$ cat src/rtl/nfa_enc_pkg.sv
package nfa_enc_pkg;

    // Carrier clocks per subcarrier half-period, and half-periods per bit slot.
    localparam int unsigned SUB_PHASE_CLKS = 8;
    localparam int unsigned SLOT_PHASES    = 16;
    localparam int unsigned SLOT_CLKS      = SUB_PHASE_CLKS * SLOT_PHASES;
    localparam int unsigned SUBCNT_W       = $clog2(SUB_PHASE_CLKS);
    localparam int unsigned PHASE_W        = $clog2(SLOT_PHASES);

    // Slot waveforms: silent, modulated in first half, modulated in second half.
    typedef enum logic [1:0] {
        SYM_SILENT      = 2'd0,
        SYM_FIRST_HALF  = 2'd1,
        SYM_SECOND_HALF = 2'd2
    } sym_e;

    typedef enum logic [2:0] {
        ST_IDLE = 3'd0,
        ST_LEAD = 3'd1,
        ST_SOF  = 3'd2,
        ST_DATA = 3'd3,
        ST_PAR  = 3'd4,
        ST_EOF  = 3'd5
    } fsm_e;

    // Position inside the current slot.
    typedef struct packed {
        logic [PHASE_W-1:0] phase;
        logic               last_clk;
    } slot_pos_t;

    // Logic value to slot waveform.
    function automatic sym_e bit_sym(input logic b);
        return b ? SYM_FIRST_HALF : SYM_SECOND_HALF;
    endfunction

    // Level of a slot waveform at a given phase. The MSB of the phase marks
    // the second half, and the LSB marks an odd half-period.
    function automatic logic sym_level(input sym_e s, input logic [PHASE_W-1:0] ph);
        logic upper;
        logic odd;
        upper = ph[PHASE_W-1];
        odd   = ph[0];
        case (s)
            SYM_FIRST_HALF:  return !upper && !odd;
            SYM_SECOND_HALF: return  upper && !odd;
            default:         return 1'b0;
        endcase
    endfunction

endpackage

$ cat src/rtl/nfa_slot_timer.sv
module nfa_slot_timer
    import nfa_enc_pkg::*;
(
    input  logic      clk,
    input  logic      rst,
    input  logic      run,
    output slot_pos_t pos
);

    localparam logic [SUBCNT_W-1:0] SUB_LAST   = SUBCNT_W'(SUB_PHASE_CLKS - 1);
    localparam logic [PHASE_W-1:0]  PHASE_LAST = PHASE_W'(SLOT_PHASES - 1);

    logic [SUBCNT_W-1:0] sub_q;
    logic [PHASE_W-1:0]  ph_q;
    logic                sub_end;

    assign sub_end = (sub_q == SUB_LAST);

    // Both counters are held at zero while idle, so the first busy cycle is
    // clock 0 of phase 0.
    always_ff @(posedge clk) begin
        if (rst || !run) begin
            sub_q <= '0;
            ph_q  <= '0;
        end else if (sub_end) begin
            sub_q <= '0;
            ph_q  <= (ph_q == PHASE_LAST) ? '0 : ph_q + 1'b1;
        end else begin
            sub_q <= sub_q + 1'b1;
        end
    end

    assign pos.phase    = ph_q;
    assign pos.last_clk = run && sub_end && (ph_q == PHASE_LAST);

endmodule

$ cat src/rtl/nfa_frame_sequencer.sv
module nfa_frame_sequencer
    import nfa_enc_pkg::*;
#(
    parameter int unsigned MAX_BYTES = 10,
    parameter int unsigned CNT_W     = 8
) (
    input  logic                                  clk,
    input  logic                                  rst,
    input  logic                                  start,
    input  logic [MAX_BYTES*8-1:0]                frame_data,
    input  logic [((MAX_BYTES+7)/8)*8-1:0]        parity_bits,
    input  logic [CNT_W-1:0]                      bit_count,
    input  logic                                  slot_end,
    output sym_e                                  sym,
    output logic                                  busy,
    output logic                                  done
);

    localparam int unsigned DATA_W = MAX_BYTES * 8;
    localparam int unsigned PAR_W  = ((MAX_BYTES + 7) / 8) * 8;
    localparam int unsigned BIDX_W = (MAX_BYTES > 1) ? $clog2(MAX_BYTES) : 1;

    fsm_e                st_q;
    logic [DATA_W-1:0]   data_q;
    logic [PAR_W-1:0]    par_q;
    logic                short_q;
    logic                empty_q;
    logic [2:0]          last_bit_q;
    logic [BIDX_W-1:0]   last_byte_q;
    logic [2:0]          bit_idx_q;
    logic [BIDX_W-1:0]   byte_idx_q;

    // Frame description derived from the requested bit count.
    logic [CNT_W-1:0]    n_bytes_c;
    logic [BIDX_W-1:0]   last_byte_c;
    logic                short_c;
    logic                empty_c;
    logic [2:0]          last_bit_c;

    always_comb begin
        n_bytes_c = bit_count >> 3;
        if (n_bytes_c > CNT_W'(MAX_BYTES)) begin
            n_bytes_c = CNT_W'(MAX_BYTES);
        end
        short_c     = (n_bytes_c == '0);
        empty_c     = (bit_count == '0);
        last_bit_c  = bit_count[2:0] - 3'd1;
        last_byte_c = BIDX_W'(n_bytes_c - 1'b1);
    end

    // Current payload bit and parity bit.
    logic data_bit;
    logic par_bit;

    assign data_bit = data_q[{byte_idx_q, bit_idx_q}];

    // Parity is packed eight per byte, first byte of a group at the MSB:
    // the low three index bits are inverted, the upper bits pick the byte.
    generate
        if (BIDX_W > 3) begin : g_par_multi
            assign par_bit = par_q[{byte_idx_q[BIDX_W-1:3], ~byte_idx_q[2:0]}];
        end else begin : g_par_single
            logic [2:0] par_idx;
            assign par_idx = ~3'(byte_idx_q);
            assign par_bit = par_q[par_idx];
        end
    endgenerate

    logic payload_last_bit;
    assign payload_last_bit = short_q ? (bit_idx_q == last_bit_q) : (bit_idx_q == 3'd7);

    always_ff @(posedge clk) begin
        if (rst) begin
            st_q        <= ST_IDLE;
            done        <= 1'b0;
            data_q      <= '0;
            par_q       <= '0;
            short_q     <= 1'b0;
            empty_q     <= 1'b0;
            last_bit_q  <= '0;
            last_byte_q <= '0;
            bit_idx_q   <= '0;
            byte_idx_q  <= '0;
        end else begin
            done <= 1'b0;
            case (st_q)
                ST_IDLE: begin
                    if (start) begin
                        data_q      <= frame_data;
                        par_q       <= parity_bits;
                        short_q     <= short_c;
                        empty_q     <= empty_c;
                        last_bit_q  <= last_bit_c;
                        last_byte_q <= last_byte_c;
                        bit_idx_q   <= '0;
                        byte_idx_q  <= '0;
                        st_q        <= ST_LEAD;
                    end
                end
                ST_LEAD: begin
                    if (slot_end) st_q <= ST_SOF;
                end
                ST_SOF: begin
                    if (slot_end) st_q <= empty_q ? ST_EOF : ST_DATA;
                end
                ST_DATA: begin
                    if (slot_end) begin
                        if (payload_last_bit) begin
                            bit_idx_q <= '0;
                            st_q      <= short_q ? ST_EOF : ST_PAR;
                        end else begin
                            bit_idx_q <= bit_idx_q + 3'd1;
                        end
                    end
                end
                ST_PAR: begin
                    if (slot_end) begin
                        if (byte_idx_q == last_byte_q) begin
                            st_q <= ST_EOF;
                        end else begin
                            byte_idx_q <= byte_idx_q + 1'b1;
                            st_q       <= ST_DATA;
                        end
                    end
                end
                ST_EOF: begin
                    if (slot_end) begin
                        st_q <= ST_IDLE;
                        done <= 1'b1;
                    end
                end
                default: st_q <= ST_IDLE;
            endcase
        end
    end

    assign busy = (st_q != ST_IDLE);

    always_comb begin
        case (st_q)
            ST_SOF:  sym = SYM_FIRST_HALF;
            ST_DATA: sym = bit_sym(data_bit);
            ST_PAR:  sym = bit_sym(par_bit);
            default: sym = SYM_SILENT;
        endcase
    end

endmodule

$ cat src/rtl/nfa_slot_modulator.sv
module nfa_slot_modulator
    import nfa_enc_pkg::*;
(
    input  logic               clk,
    input  logic               rst,
    input  logic               active,
    input  sym_e               sym,
    input  logic [PHASE_W-1:0] phase,
    output logic               mod_out
);

    // Registered so the pin carries no decode glitches.
    always_ff @(posedge clk) begin
        if (rst) begin
            mod_out <= 1'b0;
        end else begin
            mod_out <= active && sym_level(sym, phase);
        end
    end

endmodule

$ cat src/rtl/nfa_resp_encoder.sv
module nfa_resp_encoder
    import nfa_enc_pkg::*;
#(
    parameter int unsigned MAX_BYTES = 10,
    parameter int unsigned CNT_W     = 8
) (
    input  logic                           clk,
    input  logic                           rst,
    input  logic                           start,
    input  logic [MAX_BYTES*8-1:0]         frame_data,
    input  logic [((MAX_BYTES+7)/8)*8-1:0] parity_bits,
    input  logic [CNT_W-1:0]               bit_count,
    output logic                           mod_out,
    output logic                           busy,
    output logic                           done
);

    slot_pos_t pos;
    sym_e      sym;

    nfa_slot_timer timer_i (
        .clk (clk),
        .rst (rst),
        .run (busy),
        .pos (pos)
    );

    nfa_frame_sequencer #(
        .MAX_BYTES (MAX_BYTES),
        .CNT_W     (CNT_W)
    ) seq_i (
        .clk         (clk),
        .rst         (rst),
        .start       (start),
        .frame_data  (frame_data),
        .parity_bits (parity_bits),
        .bit_count   (bit_count),
        .slot_end    (pos.last_clk),
        .sym         (sym),
        .busy        (busy),
        .done        (done)
    );

    nfa_slot_modulator mod_i (
        .clk     (clk),
        .rst     (rst),
        .active  (busy),
        .sym     (sym),
        .phase   (pos.phase),
        .mod_out (mod_out)
    );

endmodule

$ cat config.mk
export PLATFORM = sky130hd
export DESIGN_NAME = nfa_resp_encoder
export DESIGN_NICKNAME = d
export VERILOG_FILES = /design/src/rtl/nfa_enc_pkg.sv /design/src/rtl/nfa_slot_timer.sv /design/src/rtl/nfa_frame_sequencer.sv /design/src/rtl/nfa_slot_modulator.sv /design/src/rtl/nfa_resp_encoder.sv
export SDC_FILE = /design/constraint.sdc
export NUM_CORES = 1
export LEC_CHECK = 0
export ABC_AREA = 0
export BUFFER_PORTS_ARGS = -buffer_cell sky130_fd_sc_hd__buf_2
export CAP_MARGIN = 20
export CORE_MARGIN = 4
export CORE_UTILIZATION = 50
export CTS_BUF_LIST = sky130_fd_sc_hd__clkbuf_4 sky130_fd_sc_hd__clkbuf_8
export CTS_CLUSTER_SIZE = 20
export DETAILED_ROUTE_END_ITERATION = 10
export HOLD_SLACK_MARGIN = 0.12
export PLACE_DENSITY = 0.79
export RECOVER_POWER = 25
export SLEW_MARGIN = 20
export SYNTH_ARGS = -nofsm -noshare
export SYNTH_HDL_FRONTEND = slang
export SYNTH_SLANG_ARGS = --single-unit
$ cat constraint.sdc
create_clock -name clk -period 4.1 [get_ports clk]
set_clock_uncertainty 0.2 [all_clocks]
set_input_delay 0.82 -clock clk [delete_from_list [all_inputs] [get_ports clk]]
set_output_delay 0.82 -clock clk [all_outputs]
set_load 0.01 [all_outputs]
# Word-level counts from Yosys, hierarchy flattened
# Index checks and enable logic that the tools add are counted.
# word_totals
ff_bits	124
output_inout_bits	3
# op_classes
reduce_logical	21
bitwise_logic	2
mux	32
addsub	6
n_eq_ne	20
order_cmp	3
# ops
operator	n
$mux 3	12
$pmux 3 s6	1
$logic_not 8->1	2
$mux 4	4
$eq 3x3->1 const B	4
$ne 2x1->1 const B	6
$add 4x1->4 const B	2
$lt 7x8->1 const B	1
$pmux 4 s2	1
$bmux 1 s7	1
$reduce_and 7->1	1
$add 3x1->3 const B	2
$eq 3x2->1 const B	2
$mux 1	6
$pmux 2 s3	1
$pmux 3 s2	1
$gt 5x4->1 const B	1
$logic_and 1x1->1	5
$lt 4x5->1 const B	1
$mux 5	1
$bmux 1 s4	1
$eq 4x4->1	1
$eq 4x4->1 const B	1
$mux 2	2
other kinds (19)	24

# Longest topological paths before layout
# Gate-level depths: netlist of the first run.
# depth
depth_word	9
ltp_mapped	12
depth_no_buf	9

# By module
# Synthesis of the first run repeated with hierarchy kept, for this count alone.
# unflattened
hier_cells	470
hier_area_um2	5263.8
# modules_own_cells
mod	instances	area_per_inst_um2	seq_area_each_um2	cells_per_inst
nfa_frame_sequencer	1	4854.7	2322.2	433
nfa_slot_timer	1	337.8	140.1	31
nfa_slot_modulator	1	71.3	20.0	6

# Least setup slack after synthesis of the first run
# OpenSTA, ideal clock, no wires.
# synth_path
kind	register to register
start	register seq_i.bit_idx_q[0]
end	register mod_i.mod_out
path_slack_ns	1.439
setup_time_ns	0.092
n_path_buf	1
stages_incl_launch_ff	9
synth_period_minus_slack_ns	2.661
required_time_ns	3.808
arrival_ns	2.369
path_cell_list	dfxtp_1 -> buf_6 -> mux4_1 -> mux4_2 -> and3_1 -> a31oi_2 -> a32o_1 -> ha_1 -> nor4_1
# synth_via
elab_chain_cells	8
# synth_lines
element	line	source
start, declared	nfa_frame_sequencer.sv:30	logic [2:0] bit_idx_q;
start signal, assigned	nfa_frame_sequencer.sv:112	bit_idx_q <= bit_idx_q + 3'd1;
$bmux 1 s7 (*)	nfa_frame_sequencer.sv:55	assign data_bit = data_q[{byte_idx_q, bit_idx_q}];
$mux 1 (not written as such) (*)	nfa_frame_sequencer.sv:55	
$mux 2 (*)	nfa_enc_pkg.sv:34	return b ? SYM_FIRST_HALF : SYM_SECOND_HALF;
$pmux 2 s3 (*)	nfa_frame_sequencer.sv:140	case (st_q)
$eq 2x2->1 / $eq 2x1->1 (equally long branches)	nfa_enc_pkg.sv:44	case (s)
$pmux 1 s2 (*)	nfa_enc_pkg.sv:44	
$mux 1 (*)	nfa_slot_modulator.sv:14	if (rst) begin
$logic_and 1x1->1 (*)	nfa_slot_modulator.sv:17	mod_out <= active && sym_level(sym, phase);
end signal, assigned	nfa_slot_modulator.sv:17	
end, declared	nfa_slot_modulator.sv:9	output logic mod_out
# Every way passes the cells marked *; elsewhere a longest branch is shown, timed or not. The select of a mux whose other input is x is not followed.
# A chain may end at the register's enable or synchronous reset.

# Worst setup path after layout of the first run
# layout_path
start	register seq_i.st_q[2]
end	register seq_i.par_q[14]
# layout_via
elab_chain_cells	2
# layout_lines
element	line	source
start, declared	nfa_frame_sequencer.sv:23	fsm_e st_q;
start signal, assigned	nfa_frame_sequencer.sv:104	if (slot_end) st_q <= empty_q ? ST_EOF : ST_DATA;
start signal, assigned	nfa_frame_sequencer.sv:110	st_q <= short_q ? ST_EOF : ST_PAR;
$logic_not 3->1	nfa_frame_sequencer.sv:86	case (st_q)
$reduce_and 2->1 (no source line)	n/a	
end signal, assigned	nfa_frame_sequencer.sv:90	par_q <= parity_bits;
end, declared	nfa_frame_sequencer.sv:25	logic [PAR_W-1:0] par_q;
# No other way between the ends.

==> results of run 1 <==
[sequential cells by signal, summed over array words and instances, names as in the netlist]
register,count
seq_i.data_q,80
seq_i.par_q,16
seq_i.byte_idx_q,4
seq_i.last_byte_q,4
timer_i.ph_q,4
seq_i.bit_idx_q,3
seq_i.last_bit_q,3
seq_i.st_q,3
timer_i.sub_q,3
mod_i.mod_out,1
seq_i.done,1
seq_i.empty_q,1
seq_i.short_q,1
[synth_stat cells (2+ instances only)]
library cell  number  area [um2]
a2111oi_0          2        17.5
a211oi_1           3        22.5
a21oi_1            7        35.0
a22o_1            98         858
a311oi_1           3        26.3
a32o_1             2        20.0
and2_1             3        18.8
and3_1             2        12.5
buf_2              7        35.0
buf_4              4        30.0
buf_6              2        22.5
clkbuf_1          28         105
dfxtp_1          124        2480
ha_1               8         100
inv_1              8        30.0
mux2i_1           18         180
mux4_1             5         131
mux4_2            15         338
nand2_1           24        90.1
nand2b_1           3        18.8
nand3_1            7        35.0
nand3b_1           4        30.0
nand4_1            3        18.8
nor2_1            16        60.1
nor2b_1            5        31.3
nor3_1             7        35.0
nor3b_1            5        37.5
nor4_1             2        12.5
o211ai_1           2        15.0
o21ai_0           10        50.1
o22ai_1            3        18.8
or3_1              3        18.8
xnor2_1            4        35.0
xor2_1            10        87.6
[power by group]
part	switching, mW	internal [mW]
sequential	0.173	1.43
combinational	0.390	0.377
clock	0.468	0.742
[how the worst max path moves through the flow]
stage	from	end	slack, ns	cells past startpoint
2_1_floorplan	seq_i.bit_idx_q[0]	mod_i.mod_out	1.44	8
3_3_place_gp	seq_i.bit_idx_q[1]	mod_i.mod_out	0.96	8
3_5_place_dp	seq_i.bit_idx_q[1]	mod_i.mod_out	0.89	8
4_1_cts	seq_i.bit_idx_q[1]	mod_i.mod_out	0.86	8
5_1_grt	seq_i.st_q[2]	seq_i.data_q[0]	0.57	5
6_report	seq_i.st_q[2]	seq_i.par_q[14]	0.83	5
[metrics by stage]
| step | hold WS [ns] | util, % | instances | total power, mW |
|---|---|---|---|---|
| 2_1_floorplan | 0.204 | - | 465 | 2.16 |
| 3_3_place_gp | 0.213 | 57.0 | 676 | 2.35 |
| 3_5_place_dp | 0.223 | 57.0 | 676 | 2.39 |
| 4_1_cts | 0.233 | 61.5 | 708 | 3.60 |
| 5_1_grt | 0.260 | 61.2 | 708 | 3.77 |
| 6_report | 0.232 | 61.2 | 708 | 3.58 |
[cell families (layout without fill, tap and decap cells)]
group	Yosys count	in the layout
buffers and inverters	49	156
adder cells (fa/ha/maj)	8	8
multiplexers	39	39
XOR/XNOR	14	14
flip-flops	124	124
AND/OR/NAND/NOR	89	89
AO/OA/AOI/OAI	142	142
[critical path, cell delays in order, from the launching register on]
cell and delay, ns:
dfxtp_1 0.47, nor3_1 0.47, inv_1 0.15, nor3_1 0.17
clkbuf_2 1.33, a22o_1 0.29
[area by class of cell]
cell class,count,area share [%]
clock inverter,10,2.56
sequential,124,39.6
timing repair buffer,116,9.43
inverter,8,0.479
clock buffer,22,4.83
multi-input combinational,292,40.4
tap,136,2.72
[routing by layer]
metal | routed length [um] | global-route usage [%] | vias to the layer above | part of all wire [%]
met3 | 723 | 6.00 | 16 | 6.0
met4 | 155 | 7.74 | 0 | 1.3
li1 | - | - | 1975 | -
met2 | 5910 | 34.0 | 131 | 49
met1 | 5270 | 26.9 | 1981 | 44
met5 | 0 | 0 | - | 0
[cell usage in the layout (no fill, tap or decap), types with 6 or more instances in the layout]
cell,Yosys,routed
mux2i_1,18,18
a21oi_1,7,6
dfxtp_1,124,124
clkbuf_8,0,22
mux4_2,15,15
nor2_1,16,16
nor3_1,7,7
nand2_1,24,24
buf_2,7,107
o21ai_0,10,10
nand3_1,7,7
xor2_1,10,10
ha_1,8,8
inv_1,8,8
a22o_1,98,98
==> reports/results.ini, run 1 <==
[sta]
setup_tns_ns = 0
finalHoldViolations = 0
max_freq_ghz = 0.306
finalCritPeriodShare_pct = 79.8
slew_violations = 98
fin_crit_ns = 3.27
fin_ws_ns = 0.827
rsz0062_at_grt = false
tightest_slew_ns = 1.88
setup_viol = 0
slew_headroom_pct = -25.5

[global_routing]
grt_usage_pct = 21.0
antenna_found_initial = 0
grt_pass1_vias = 4108
gr-total-overflow = 0
grt_pass1_wl_mm = 19.8
grt_max_degree = 98

[clock_tree]
root_buffer = clkbuf_8
clock-sinks = 124
cts_buffers = 17
clock_path_buffers = 2
cts_tree = done
clk_transition_reported_paths_ns = 0.07
insertion_delay_ns = 0.43
post-cts-setup-buffer-count = 0
htreeDepth = 4
post_cts_resized = 0
postCtsHoldBufs = 0

[worst_hold_path]
min_path_type = flip-flop to flip-flop
min_from = timer_i.sub_q[0]
min_path_cells = 1
min_to = timer_i.sub_q[0]

[outcome]
violations = max-capacitance violations, max-slew violations
status = finished with violations

[synthesis]
syn_area_um2 = 5220
yosysUniqueCellTypes = 52
synth_compound_area_share_pct = 22.4
yosysWarningCount = 0
ys_seq_elements = 124
synth_nets = 580
synthArstFlopShare_pct = 0
synth-simple-area-share_pct = 8.86
avgSynthCellArea_um2 = 11.2
postSynthCellCount = 465
synthMuxAreaShare_pct = 12.6
synth-xor-area-share_pct = 2.35
synthFlopType = dfxtp_1
yosys.area_share.adder_pct = 1.92
synth_top_family_by_area = compound AO/OA/AOI/OAI gates
synth_edf_count = 0
seq_area_frac_synth_pct = 47.5

[floorplan]
rows = 37
die_h_um = 110
die_w_um = 110
dieArea_um2 = 12100
pin_count = 110
core_area_um2 = 10200
start_util_pct = 51.0

[critical_path]
reg2reg_to = seq_i.par_q[14]
endpoint_kind = flip-flop
start_kind = flip-flop
ff2ff_path_depth = 5
rr_startpoint = seq_i.st_q[2]
reg2reg_setup_slack_ns = 0.83
cp_data_required_time_ns = 4.26
worst_ep_arrival_time_ns = 3.44
path_max_fanout = 97
crit_type = flip-flop to flip-flop

[layout]
nets = 674
multiInputGateArea_um2 = 2530
drive_gt1_share_pct = 28.7
final_cell_area_um2 = 6260
final-seq-area_um2 = 2480
syn2layout_area_growth_pct = 20.0
diodes = 0
fill_cells = 827

[routing]
vias = 4103
firstDrtPassIters = 5
drt_iter0_markers = 251
drc = 0
final_antenna_net_count = 0
wl_mm = 12.1
vias_per_cell = 5.80
drt-wirelength-per-cell_um = 17.0

[run]
drv_cap = 1

[placement]
portBuffers = 109
placed_area_um2 = 5830
preCtsSetupSlack_ns = 0.888
finalWeightedCongestion = 0.866
post-dp-hpwl_mm = 8.38

[power]
leakagePower_nw = 2.60
ir_worst_vdd_uv = 260
power-per-cell-area_nw_per_um2 = 571

No activity file was read; power rests on OpenSTA's default activity.
==> inputs of run 2 (changes only) <==
--- a/config.mk
+++ b/config.mk
@@ -14,7 +14,7 @@
 export CTS_CLUSTER_SIZE = 20
 export DETAILED_ROUTE_END_ITERATION = 10
 export HOLD_SLACK_MARGIN = 0.12
-export PLACE_DENSITY = 0.79
+export PLACE_DENSITY = 0.82
 export RECOVER_POWER = 25
 export SLEW_MARGIN = 20
 export SYNTH_ARGS = -nofsm -noshare
==> constraint.sdc (replaced) <==
create_clock -name clk -period 2.9 [get_ports clk]
set_clock_uncertainty 0.2 [all_clocks]
set_input_delay 0.58 -clock clk [delete_from_list [all_inputs] [get_ports clk]]
set_output_delay 0.58 -clock clk [all_outputs]
set_load 0.01 [all_outputs]
==> run 2 against run 1 <==
Against the previous run:
- the flow now finishes without violations
- clock power increased by 38%
- utilization increased by 1.1 points
- worst hold slack got worse by 0.068 ns
- combinational power increased by 45%
- register-to-register slack got worse by 0.71 ns
- sequential share of layout area decreased by 0.66 points
- non-clock buffer count increased by 10
- cell count increased by 1.1%
- critical path depth increased by 3
- final area increased by 1.8%
- flip-flop and latch count unchanged
- total power increased by 41%
- critical endpoint is now mod_i.mod_out
- highest routed layer unchanged
==> reports/results.ini, run 2 (same netlist as run 1, synthesis figures left out) <==
[power]
ir_worst_vdd_uv = 419  ; +61%
power-per-cell-area_nw_per_um2 = 790  ; +38%
leakagePower_nw = 2.66  ; +2.4%

[clock_tree]
clock_path_buffers = 2  ; unchanged
cts_buffers = 17  ; unchanged
htreeDepth = 4  ; unchanged
clock-sinks = 124  ; unchanged
cts_tree = done
insertion_delay_ns = 0.42  ; about the same
root_buffer = clkbuf_8
postCtsHoldBufs = 0  ; unchanged
clk_transition_reported_paths_ns = 0.07  ; about the same

[layout]
drive_gt1_share_pct = 30.9  ; +2.2 points
nets = 684  ; +1.5%
reg_top3 = seq_i.data_q x80, seq_i.par_q x16
largest_reg_flops = 80  ; unchanged
layout_commonest_cell = dfxtp_1
regMostFlops = seq_i.data_q
diodes = 0  ; unchanged
syn2layout_area_growth_pct = 22.2
fill_cells = 809  ; -2.2%
layout_common_cells = dfxtp_1 (123), buf_2 (107), a22o_1 (98)
final_util_pct = 62.4  ; +1.1 points

[sta]
max_freq_ghz = 0.359  ; +17%
finalHoldViolations = 0  ; unchanged
tightest_slew_ns = 1.04  ; -0.841 ns
slew_headroom_pct = 30.5  ; +56 points
fin_crit_ns = 2.79  ; -0.485 ns
finalCritPeriodShare_pct = 96.1  ; +16 points
holdWs_ns = 0.164  ; -0.0677 ns
slew_violations = 0  ; -100%
setup_viol = 0  ; unchanged
setup_tns_ns = 0  ; unchanged

[critical_path]
endpoint_kind = flip-flop
ff2ff_path_depth = 8  ; +3
cpMaxStageDelayCell = mux4_1
crit_type = flip-flop to flip-flop
reg2reg_setup_slack_ns = 0.11  ; -0.71 ns
startpoint = seq_i.bit_idx_q[0]
rr_startpoint = seq_i.bit_idx_q[0]
cp_cell_sequence = mux4_1 > mux4_2 > and3_1 > a31oi_2 > a41o_1 > ha_1 > xor2_1 > nor4_2
cp_data_required_time_ns = 3.03  ; -1.23 ns
reg2reg_to = mod_i.mod_out
worst_ep_arrival_time_ns = 2.92  ; -0.52 ns
path_max_fanout = 8  ; -92%
crit_end = mod_i.mod_out
slowest_delay_ns = 0.55  ; -0.78 ns
start_kind = flip-flop

[floorplan]
core_area_um2 = 10200  ; unchanged
die_h_um = 110  ; unchanged
die_w_um = 110  ; unchanged
dieArea_um2 = 12100  ; unchanged
pin_count = 110  ; unchanged
rows = 37  ; unchanged
start_util_pct = 51.0  ; unchanged

[outcome]
status = finished, final reports clean

[global_routing]
grt_pass1_wl_mm = 19.6  ; -0.91%
gr-total-overflow = 0  ; unchanged
grt_usage_pct = 20.7  ; -0.30 points
antenna_found_initial = 0  ; unchanged
grt_max_degree = 108  ; +10%
grt_pass1_vias = 4074  ; -0.83%

[worst_hold_path]
min_path_type = input pin to flip-flop

[routing]
drt_iter0_markers = 303  ; +21%
drc = 0  ; unchanged
drt-wirelength-per-cell_um = 17.1  ; +0.19%
final_antenna_net_count = 0  ; unchanged
wl_mm = 12.2  ; +1.3%
vias = 4191  ; +2.1%
firstDrtPassIters = 5  ; unchanged
vias_per_cell = 5.85  ; +1.0%

[placement]
portBuffers = 109  ; unchanged
finalWeightedCongestion = 0.882  ; +1.9%
post-dp-hpwl_mm = 8.47  ; +1.1%

[run]
drv_cap = 0  ; -1

-- run 2: cell types whose count changed in the layout (fill, tap and decap cells not counted), moves of 2 or more --
cell / before / now
mux4_1: 5 / 2
clkbuf_2: 2 / 0
a2111oi_0: 2 / 0
buf_4: 5 / 11
clkbuf_4: 0 / 2
buf_6: 0 / 2
clkinvlp_4: 4 / 0
mux4_2: 15 / 18
buf_12: 0 / 3
-- run 2: power by group --
part           switching [mW]  total, mW  leakage, nW  internal (mW)
Clock                   0.618       1.67        0.231           1.05
Sequential              0.243       2.27         1.01           2.02
Combinational           0.566       1.11         1.42          0.541
-- run 2: repair_timing --
item / in CTS / in global routing
pin swaps: 0 / 6
setup endpoints to repair: 1 / 1
gates resized for setup: 2 / 10
buffers inserted: 0 / 6
-- run 2: metal layers --
layer	global-route usage (%)	up-vias	part of all wire [%]
li1	-	1989	-
met1	27.7	2018	45
met2	31.6	164	46
met3	6.00	20	7.3
met4	8.71	0	1.8
met5	0	-	0
-- run 2: worst min-delay path by stage --
| stage | startpoint | end | cells past startpoint |
|---|---|---|---|
| floorplan | timer_i.sub_q[0] | timer_i.sub_q[0] | 1 |
| finish | parity_bits[0] | seq_i.par_q[0] | 2 |
| detailed placement | timer_i.sub_q[0] | timer_i.sub_q[0] | 1 |
| global placement | timer_i.sub_q[0] | timer_i.sub_q[0] | 1 |
| global route | frame_data[33] | seq_i.data_q[33] | 2 |
| CTS | frame_data[46] | seq_i.data_q[46] | 2 |
-- run 2: layout make-up --
cell class	count	area [um2]	share of cell area, %
Multi-Input combinational cell	292	2530	39.7
Clock buffer	23	310	4.86
Clock inverter	7	135	2.12
Timing Repair Buffer	126	716	11.2
Inverter	8	30.0	0.471
Sequential cell	124	2490	39.0
Tap cell	136	170	2.67
-- run 2: critical path, delay by kind of cell (launching register included) --
family,cells,cell delay [ns]
flops,1,0.42
xor+xnor,1,0.08
fa+ha+maj,1,0.17
mux,2,1.00
compound gates,2,0.39
simple gates,2,0.44
-- run 2: metrics by stage --
| step | setup WS (ns) | cell area, um2 | total power [mW] | std cells |
|---|---|---|---|---|
| floorplan | 0.239 | 5220 | 3.05 | 465 |
| global placement | 0.0236 | 5890 | 3.33 | 680 |
| detailed placement | -0.115 | 5890 | 3.38 | 680 |
| CTS | 0.0382 | 6340 | 5.05 | 710 |
| global route | -0.0432 | 6380 | 5.29 | 716 |
| finish | 0.112 | 6380 | 5.04 | 716 |
